### src/rtl/dmCtrlPkg.sv
package dmCtrlPkg;
  localparam int HALT_BIT   = 31;
  localparam int RESUME_BIT = 30;
  localparam int HRST_BIT   = 29;
  localparam int ACK_BIT    = 28;
  localparam int ASEL_BIT   = 26;
  localparam int LO_POS     = 16;
  localparam int HI_POS     = 6;
  localparam int FLD_W      = 10;
  localparam int SYSRST_BIT = 1;
  localparam int ACTIVE_BIT = 0;

  typedef struct packed {
    logic ldAct;
    logic actVal;
    logic ldFld;
    logic clrFld;
    logic halt;
    logic resume;
    logic ack;
  } dmStrobe_t;
endpackage

### src/rtl/dmCtrlDecode.sv
module dmCtrlDecode
  import dmCtrlPkg::*;
#(
  parameter int ADDR_W = 7,
  parameter logic [ADDR_W-1:0] CTRL_ADDR = 7'h10
) (
  input  logic              wrEn,
  input  logic [ADDR_W-1:0] addr,
  input  logic [31:0]       wrData,
  input  logic              active,
  output dmStrobe_t         strobe
);
  logic hit;
  logic goOn;
  logic live;

  always_comb begin
    hit  = wrEn && (addr == CTRL_ADDR);
    goOn = wrData[ACTIVE_BIT];
    live = hit && active && goOn;
    strobe.ldAct  = hit;
    strobe.actVal = goOn;
    strobe.clrFld = hit && !goOn;
    strobe.ldFld  = live;
    strobe.halt   = live && wrData[HALT_BIT];
    strobe.resume = live && wrData[RESUME_BIT];
    strobe.ack    = live && wrData[ACK_BIT];
  end
endmodule

### src/rtl/dmCtrlRegs.sv
module dmCtrlRegs
  import dmCtrlPkg::*;
#(
  parameter int SEL_W = 12,
  parameter bit HAS_HART_RST = 1'b1,
  parameter bit HAS_ARRAY_SEL = 1'b0,
  parameter int ADDR_W = 7,
  parameter logic [ADDR_W-1:0] CTRL_ADDR = 7'h10
) (
  input  logic              clk,
  input  logic              rstN,
  input  dmStrobe_t         strobe,
  input  logic [31:0]       wrData,
  input  logic [ADDR_W-1:0] addr,
  output logic              active,
  output logic [31:0]       rdData,
  output logic [SEL_W-1:0]  hartSel,
  output logic              arraySel,
  output logic              hartReset,
  output logic              sysReset,
  output logic              haltPulse,
  output logic              resumePulse,
  output logic              ackPulse
);
  localparam int LO_W = (SEL_W > FLD_W) ? FLD_W : SEL_W;
  localparam int HI_W = (SEL_W > FLD_W) ? SEL_W - FLD_W : 0;

  logic [LO_W-1:0]  selLo;
  logic [FLD_W-1:0] selLoFld;
  logic [FLD_W-1:0] selHiFld;
  logic [31:0]      word;

  always_ff @(posedge clk or negedge rstN) begin
    if (!rstN) begin
      active      <= 1'b0;
      sysReset    <= 1'b0;
      selLo       <= '0;
      haltPulse   <= 1'b0;
      resumePulse <= 1'b0;
      ackPulse    <= 1'b0;
    end else begin
      haltPulse   <= strobe.halt;
      resumePulse <= strobe.resume;
      ackPulse    <= strobe.ack;
      if (strobe.ldAct) active <= strobe.actVal;
      if (strobe.clrFld) begin
        sysReset <= 1'b0;
        selLo    <= '0;
      end else if (strobe.ldFld) begin
        sysReset <= wrData[SYSRST_BIT];
        selLo    <= wrData[LO_POS +: LO_W];
      end
    end
  end

  assign selLoFld = FLD_W'(selLo);

  generate
    if (HI_W > 0) begin : gHi
      logic [HI_W-1:0] selHi;
      always_ff @(posedge clk or negedge rstN) begin
        if (!rstN)              selHi <= '0;
        else if (strobe.clrFld) selHi <= '0;
        else if (strobe.ldFld)  selHi <= wrData[HI_POS +: HI_W];
      end
      assign selHiFld = FLD_W'(selHi);
      assign hartSel  = {selHi, selLo};
    end else begin : gNoHi
      assign selHiFld = '0;
      assign hartSel  = selLo;
    end

    if (HAS_HART_RST) begin : gHrst
      always_ff @(posedge clk or negedge rstN) begin
        if (!rstN)              hartReset <= 1'b0;
        else if (strobe.clrFld) hartReset <= 1'b0;
        else if (strobe.ldFld)  hartReset <= wrData[HRST_BIT];
      end
    end else begin : gNoHrst
      assign hartReset = 1'b0;
    end

    if (HAS_ARRAY_SEL) begin : gAsel
      always_ff @(posedge clk or negedge rstN) begin
        if (!rstN)              arraySel <= 1'b0;
        else if (strobe.clrFld) arraySel <= 1'b0;
        else if (strobe.ldFld)  arraySel <= wrData[ASEL_BIT];
      end
    end else begin : gNoAsel
      assign arraySel = 1'b0;
    end
  endgenerate

  always_comb begin
    word                           = '0;
    word[HRST_BIT]                 = hartReset;
    word[ASEL_BIT]                 = arraySel;
    word[LO_POS +: FLD_W]          = selLoFld;
    word[HI_POS +: FLD_W]          = selHiFld;
    word[SYSRST_BIT]               = sysReset;
    word[ACTIVE_BIT]               = active;
    rdData = (addr == CTRL_ADDR) ? word : 32'h0;
  end
endmodule

### src/rtl/dmControlReg.sv
module dmControlReg
  import dmCtrlPkg::*;
#(
  parameter int SEL_W = 12,
  parameter bit HAS_HART_RST = 1'b1,
  parameter bit HAS_ARRAY_SEL = 1'b0,
  parameter int ADDR_W = 7,
  parameter logic [ADDR_W-1:0] CTRL_ADDR = 7'h10
) (
  input  logic              clk,
  input  logic              rstN,
  input  logic              wrEn,
  input  logic [ADDR_W-1:0] addr,
  input  logic [31:0]       wrData,
  output logic [31:0]       rdData,
  output logic [SEL_W-1:0]  hartSel,
  output logic              hartArraySel,
  output logic              hartReset,
  output logic              haltPulse,
  output logic              resumePulse,
  output logic              ackResetPulse,
  output logic              sysReset,
  output logic              cmdStateClr
);
  dmStrobe_t strobe;
  logic      active;

  dmCtrlDecode #(.ADDR_W(ADDR_W), .CTRL_ADDR(CTRL_ADDR)) uDecode (
    .wrEn(wrEn), .addr(addr), .wrData(wrData), .active(active), .strobe(strobe)
  );

  dmCtrlRegs #(
    .SEL_W(SEL_W), .HAS_HART_RST(HAS_HART_RST), .HAS_ARRAY_SEL(HAS_ARRAY_SEL),
    .ADDR_W(ADDR_W), .CTRL_ADDR(CTRL_ADDR)
  ) uRegs (
    .clk(clk), .rstN(rstN), .strobe(strobe), .wrData(wrData), .addr(addr),
    .active(active), .rdData(rdData), .hartSel(hartSel), .arraySel(hartArraySel),
    .hartReset(hartReset), .sysReset(sysReset), .haltPulse(haltPulse),
    .resumePulse(resumePulse), .ackPulse(ackResetPulse)
  );

  assign cmdStateClr = ~active;
endmodule

### config.mk
export PLATFORM = sky130hd
export DESIGN_NAME = dmControlReg
export DESIGN_NICKNAME = d
export VERILOG_FILES = /design/src/rtl/dmCtrlPkg.sv /design/src/rtl/dmCtrlDecode.sv /design/src/rtl/dmCtrlRegs.sv /design/src/rtl/dmControlReg.sv
export SDC_FILE = /design/constraint.sdc
export NUM_CORES = 1
export LEC_CHECK = 0
export CAP_MARGIN = 0
export CORE_ASPECT_RATIO = 1.75
export CORE_MARGIN = 2
export CORE_UTILIZATION = 29
export DETAILED_ROUTE_END_ITERATION = 16
export GPL_TIMING_DRIVEN = 0
export PLACE_DENSITY = 0.79
export SLEW_MARGIN = 10
export SYNTH_ARGS = -nofsm -noshare
export SYNTH_HDL_FRONTEND = slang
export SYNTH_SLANG_ARGS = --single-unit
### constraint.sdc
create_clock -name clk -period 1.8 [get_ports clk]
set_clock_uncertainty 0.15 [all_clocks]
set_input_delay 0.36 -clock clk [delete_from_list [all_inputs] [get_ports clk]]
set_output_delay 0.36 -clock clk [all_outputs]
set_load 0.01 [all_outputs]
### Yosys cells after proc, flatten, opt, wreduce, memory -nomap -nowiden

Cells that the tools add are included.

| storage, ports and cells | value |
|---|---|
| flip-flop bits (word level) | 18 |
| output and inout port bits | 51 |
| logic and storage cells | 28 |

| cells by class | value |
|---|---|
| equal/unequal tests | 1 |
| muxes and demuxes | 9 |
| bitwise logic cells | 1 |
| reduce and logical (&&, ||, !) cells | 9 |

Operators by type and width:

| cell | number |
|---|---|
| 30-bit two-way mux | 1 |
| 10-bit two-way mux | 2 |
| 7-bit by 5-bit equality test with 1-bit output, second input constant | 1 |
| 1-bit logical AND | 7 |
| 1-bit two-way mux | 4 |
| 2-bit two-way mux | 2 |
| 2-bit nonzero test | 1 |
| 1-bit logical NOT | 1 |
| 1-bit inverter | 1 |

### Longest topological paths before layout

| logic depth | value |
|---|---|
| word-level depth | 6 |
| mapped depth | 5 |
| gate-level depth less buffers | 3 |

### Hierarchy

A second synthesis with hierarchy kept.

| second synthesis, totals | value |
|---|---|
| cells, all modules | 107 |
| area, all modules | 1,144.8 um2 |

Modules (own cells, without submodules):

| module | instances | cells an instance | area an instance (um2) | seq. area each (um2) |
|---|---|---|---|---|
| dmCtrlRegs | 1 | 89 | 1,006.0 | 450.4 |
| dmCtrlDecode | 1 | 17 | 135.1 | 0.0 |
| dmControlReg | 1 | 1 | 3.8 | 0.0 |

### Worst setup path after synthesis

No wires, ideal clock.

| path | value |
|---|---|
| path kind | input port to output port |
| start point | in addr[3] |
| end point | out rdData[16] |
| arrival | 1.199 ns |
| data required time | 1.290 ns |
| setup slack | 0.091 ns |
| stages on the path | 3 |
| path through | nor4_4 > clkbuf_1 > and3_1 |

| between the ends | value |
|---|---|
| longest elaborated chain between the ends | 2 |

RTL lines:

| item | RTL line | source |
|---|---|---|
| from (decl) | dmControlReg.sv:13 | `input logic [ADDR_W-1:0] addr,` |
| 7-bit by 5-bit equality test with 1-bit output | dmCtrlRegs.sv:102 | `rdData = (addr == CTRL_ADDR) ? word : 32'h0;` |
| 30-bit two-way mux | dmCtrlRegs.sv:102 |  |
| to (decl) | dmControlReg.sv:15 | `output logic [31:0] rdData,` |

Every way passes these cells.

### Final worst setup path

| path | value |
|---|---|
| start point | in addr[2] |
| end point | out rdData[1] |

The elaborated chain is that of the path after synthesis.

==> flow_metrics.tcl <==
set metrics [dict create \
    gp_congestion 0.741 \
    core_sq_um 3140 \
    gr-total-overflow 0 \
    cts_inserted_buffers 3 \
    period_needed_ns 1.98 \
    wl_per_cell_um 14.3 \
    worst_slack_ns -0.181 \
    fp.dieH_um 79.8 \
    drv_slew 0 \
    yosysSeqAreaShare 0.474 \
    pwr-share-comb 0.230 \
    avgViaCountPerCell 4.38 \
    first_pass_iters 4 \
    cts_buffer_depth 2 \
    path_cells "buf_6, nor4_4, buf_4, buf_6, buf_6, and3_4, buf_6" \
    p_clk_frac 0.328 \
    insertion_delay_ns 0.25 \
    max_freq_ghz 0.505 \
    slew_headroom 0.439 \
    drc 0 \
    switchingPower_mw 0.235 \
    n_fill_cell 256 \
    htreeDepth 1 \
    wirelength_um 3270 \
    syn-cell-area_sq_um 951 \
    num_io_pins 93 \
    yosysTopAreaCellShare 0.474 \
    max-vdd-ir-drop_v 0.000407 \
    grt_pass1_wl_um 4660 \
    clk_pin_slew_ns 0.07 \
    hold_buffers 0 \
    cts_tree "yes" \
    dr_total_vias 1004 \
    syn_inst 86 \
    max_slew.worst_pin.slew_ns 0.839 \
    crit_path_start_kind "input pin" \
    fp.dieArea_sq_um 3770 \
    crit_path_end_kind "primary output" \
    power_frac_seq 0.442 \
    synthToLayoutAreaGrowth_pct 111 \
    required_ns 1.29 \
    timing_worst_setup_path_type "input pin to primary output" \
    critPathMaxStageDelay_ns 0.35 \
    ant_nets 0 \
    dp_hpwl_um 2200 \
    fp-row-count 27 \
    antenna_found_initial 0 \
    synth.distinct_cells 19 \
    cts_sinks 18 \
    grt_usage 0.171 \
    drive_above_1_share 0.435 \
    swShare 0.235 \
    crit_top_cell "buf_6" \
    cap_viol_max_count 0 \
    power_density_nw_per_um2 498 \
    synth.largest_area_cell "dfrtp_1" \
    fin_crit_sh 1.10 \
    synth_area_per_cell_sq_um 11.1 \
    n_antenna_cell 0 \
    arrival_ns 1.47 \
    start_util 0.303 \
    p_leak_nw 1.02 \
    hold_viol 0 \
    drtIter0Drc 10 \
    chipWidth_um 47.3 \
    post-place-ws_ns -1.26 \
    ys_ff_latch 18 \
    dp.cells 206 \
    outcome "finished with violations" \
    grt_pass1_vias 1023 \
    violations "setup timing" \
    cp_max_fo 4 \
    grt_max_degree 19 \
    root_buffer "clkbuf_8" \
    layout.cells.non_filler 229 \
    fin_nets 229 \
    timing.hold.ws_ns 0.330 \
    slowest_stage "nor4_4" \
    hold_path_class "input pin to register" \
    rsz0062_at_grt "yes" \
    port_buffers 60 \
    ys_top_cells_by_area "dfrtp_1, buf_4, a22o_1" \
    setup_viol 14 \
    p_int_mw 0.763 \
    yosys_warnings 0 \
]
-- stage by stage --
stage                util  power (mW)  area [sq um]  TNS, ns
finish              0.638       0.997          2000    -1.57
floorplan               -       0.526          1010        0
detailed placement  0.531       0.645          1670   -24.98
CTS                 0.616        1.00          1940    -1.97
global route        0.638        1.05          2000    -2.18
global placement    0.531       0.640          1670   -23.43
-- state kept, by name, indices dropped and copies added (netlist names) --
| register | cells |
|---|---|
| uRegs.gHi.selHi | 2 |
| uRegs.selLo | 10 |
| uRegs.hartReset | 1 |
| uRegs.haltPulse | 1 |
| uRegs.sysReset | 1 |
| uRegs.active | 1 |
| uRegs.resumePulse | 1 |
| uRegs.ackPulse | 1 |
-- logic make-up (layout without fill, tap and decap cells) --
kind of cell    Yosys count  count (layout)  share of synthesized area
other cells               1              18                    0.00394
mux                       1               1                     0.0105
flops                    18              18                      0.474
compound gates           16              16                      0.146
simple gates             25              25                      0.183
buf+inv                  25             108                      0.183
-- cells in the final DEF (no fill, tap or decap), types with 2 or more instances in the layout --
master           synthesis  routed
dfrtp_1                 18      18
buf_6                    1      24
buf_4                   19      27
buf_2                    1       7
clkbuf_8                 0       7
and3_4                   0      11
clkdlybuf4s50_1          0      37
a22o_1                  13      13
and3_1                  17       6
inv_1                    2       2
conb_1                   1      18
and2_1                   3       3
-- cells in the mapped netlist --
master	instances
o211ai_1	1
and3_1	17
a41oi_1	1
nor4bb_1	1
buf_4	19
dfrtp_1	18
buf_6	1
nor3b_1	1
mux2i_1	1
nor4_4	1
buf_2	1
nand2_1	1
o2bb2ai_1	1
conb_1	1
nor2b_1	1
and2_1	3
a22o_1	13
inv_1	2
clkbuf_1	2
-- what timing repair did --
item,CTS,global route
setup buffers,13,4
gates resized for setup,127,11
pin swaps,4,3
hold endpoints to repair,0,0
setup endpoints to repair,32,25
cloned,3,0
-- routing by layer --
layer	track usage	share of wire
met5	0	0
met4	0.0472	0.0067
met3	0.0339	0.088
met2	0.308	0.55
met1	0.191	0.36
-- cell type report --
class                   count  area, sq um  share of cell area
repair buffers             79          771               0.385
multi-input cells          60          472               0.235
flip-flops and latches     18          450               0.225
plain buffers              23          194              0.0968
clock buffers               4         55.1              0.0275
well taps                  43         53.8              0.0269
inverters                   2         7.51             0.00375
-- power groups by stage --
stage | clock network [mW] | logic (mW) | registers, mW
after floorplan | 0 | 0.0745 | 0.452
after global placement | 0 | 0.195 | 0.445
after detailed placement | 0 | 0.199 | 0.446
after CTS | 0.338 | 0.226 | 0.440
after global routing | 0.359 | 0.247 | 0.444
final | 0.327 | 0.230 | 0.441
-- worst paths after layout --
check                              startpoint            endpoint  cells past startpoint  slack, ns
max                                   addr[2]           rdData[1]                      7      -0.18
max reg2reg                      uRegs.active      uRegs.selLo[0]                      5       0.25
min reg2reg                uRegs.gHi.selHi[0]  uRegs.gHi.selHi[0]                      1       0.38
min                                   addr[5]        uRegs.active                      4       0.33
min in group asynchronous                rstN      uRegs.selLo[5]                      1       0.44
max in group asynchronous                rstN        uRegs.active                      1       0.54
-- critical path: cells and delay by family --
family	cells	cell delay, ns
buffers and inverters	5	0.57
AND/OR/NAND/NOR	2	0.52
No activity file was read; power rests on OpenSTA's default activity.
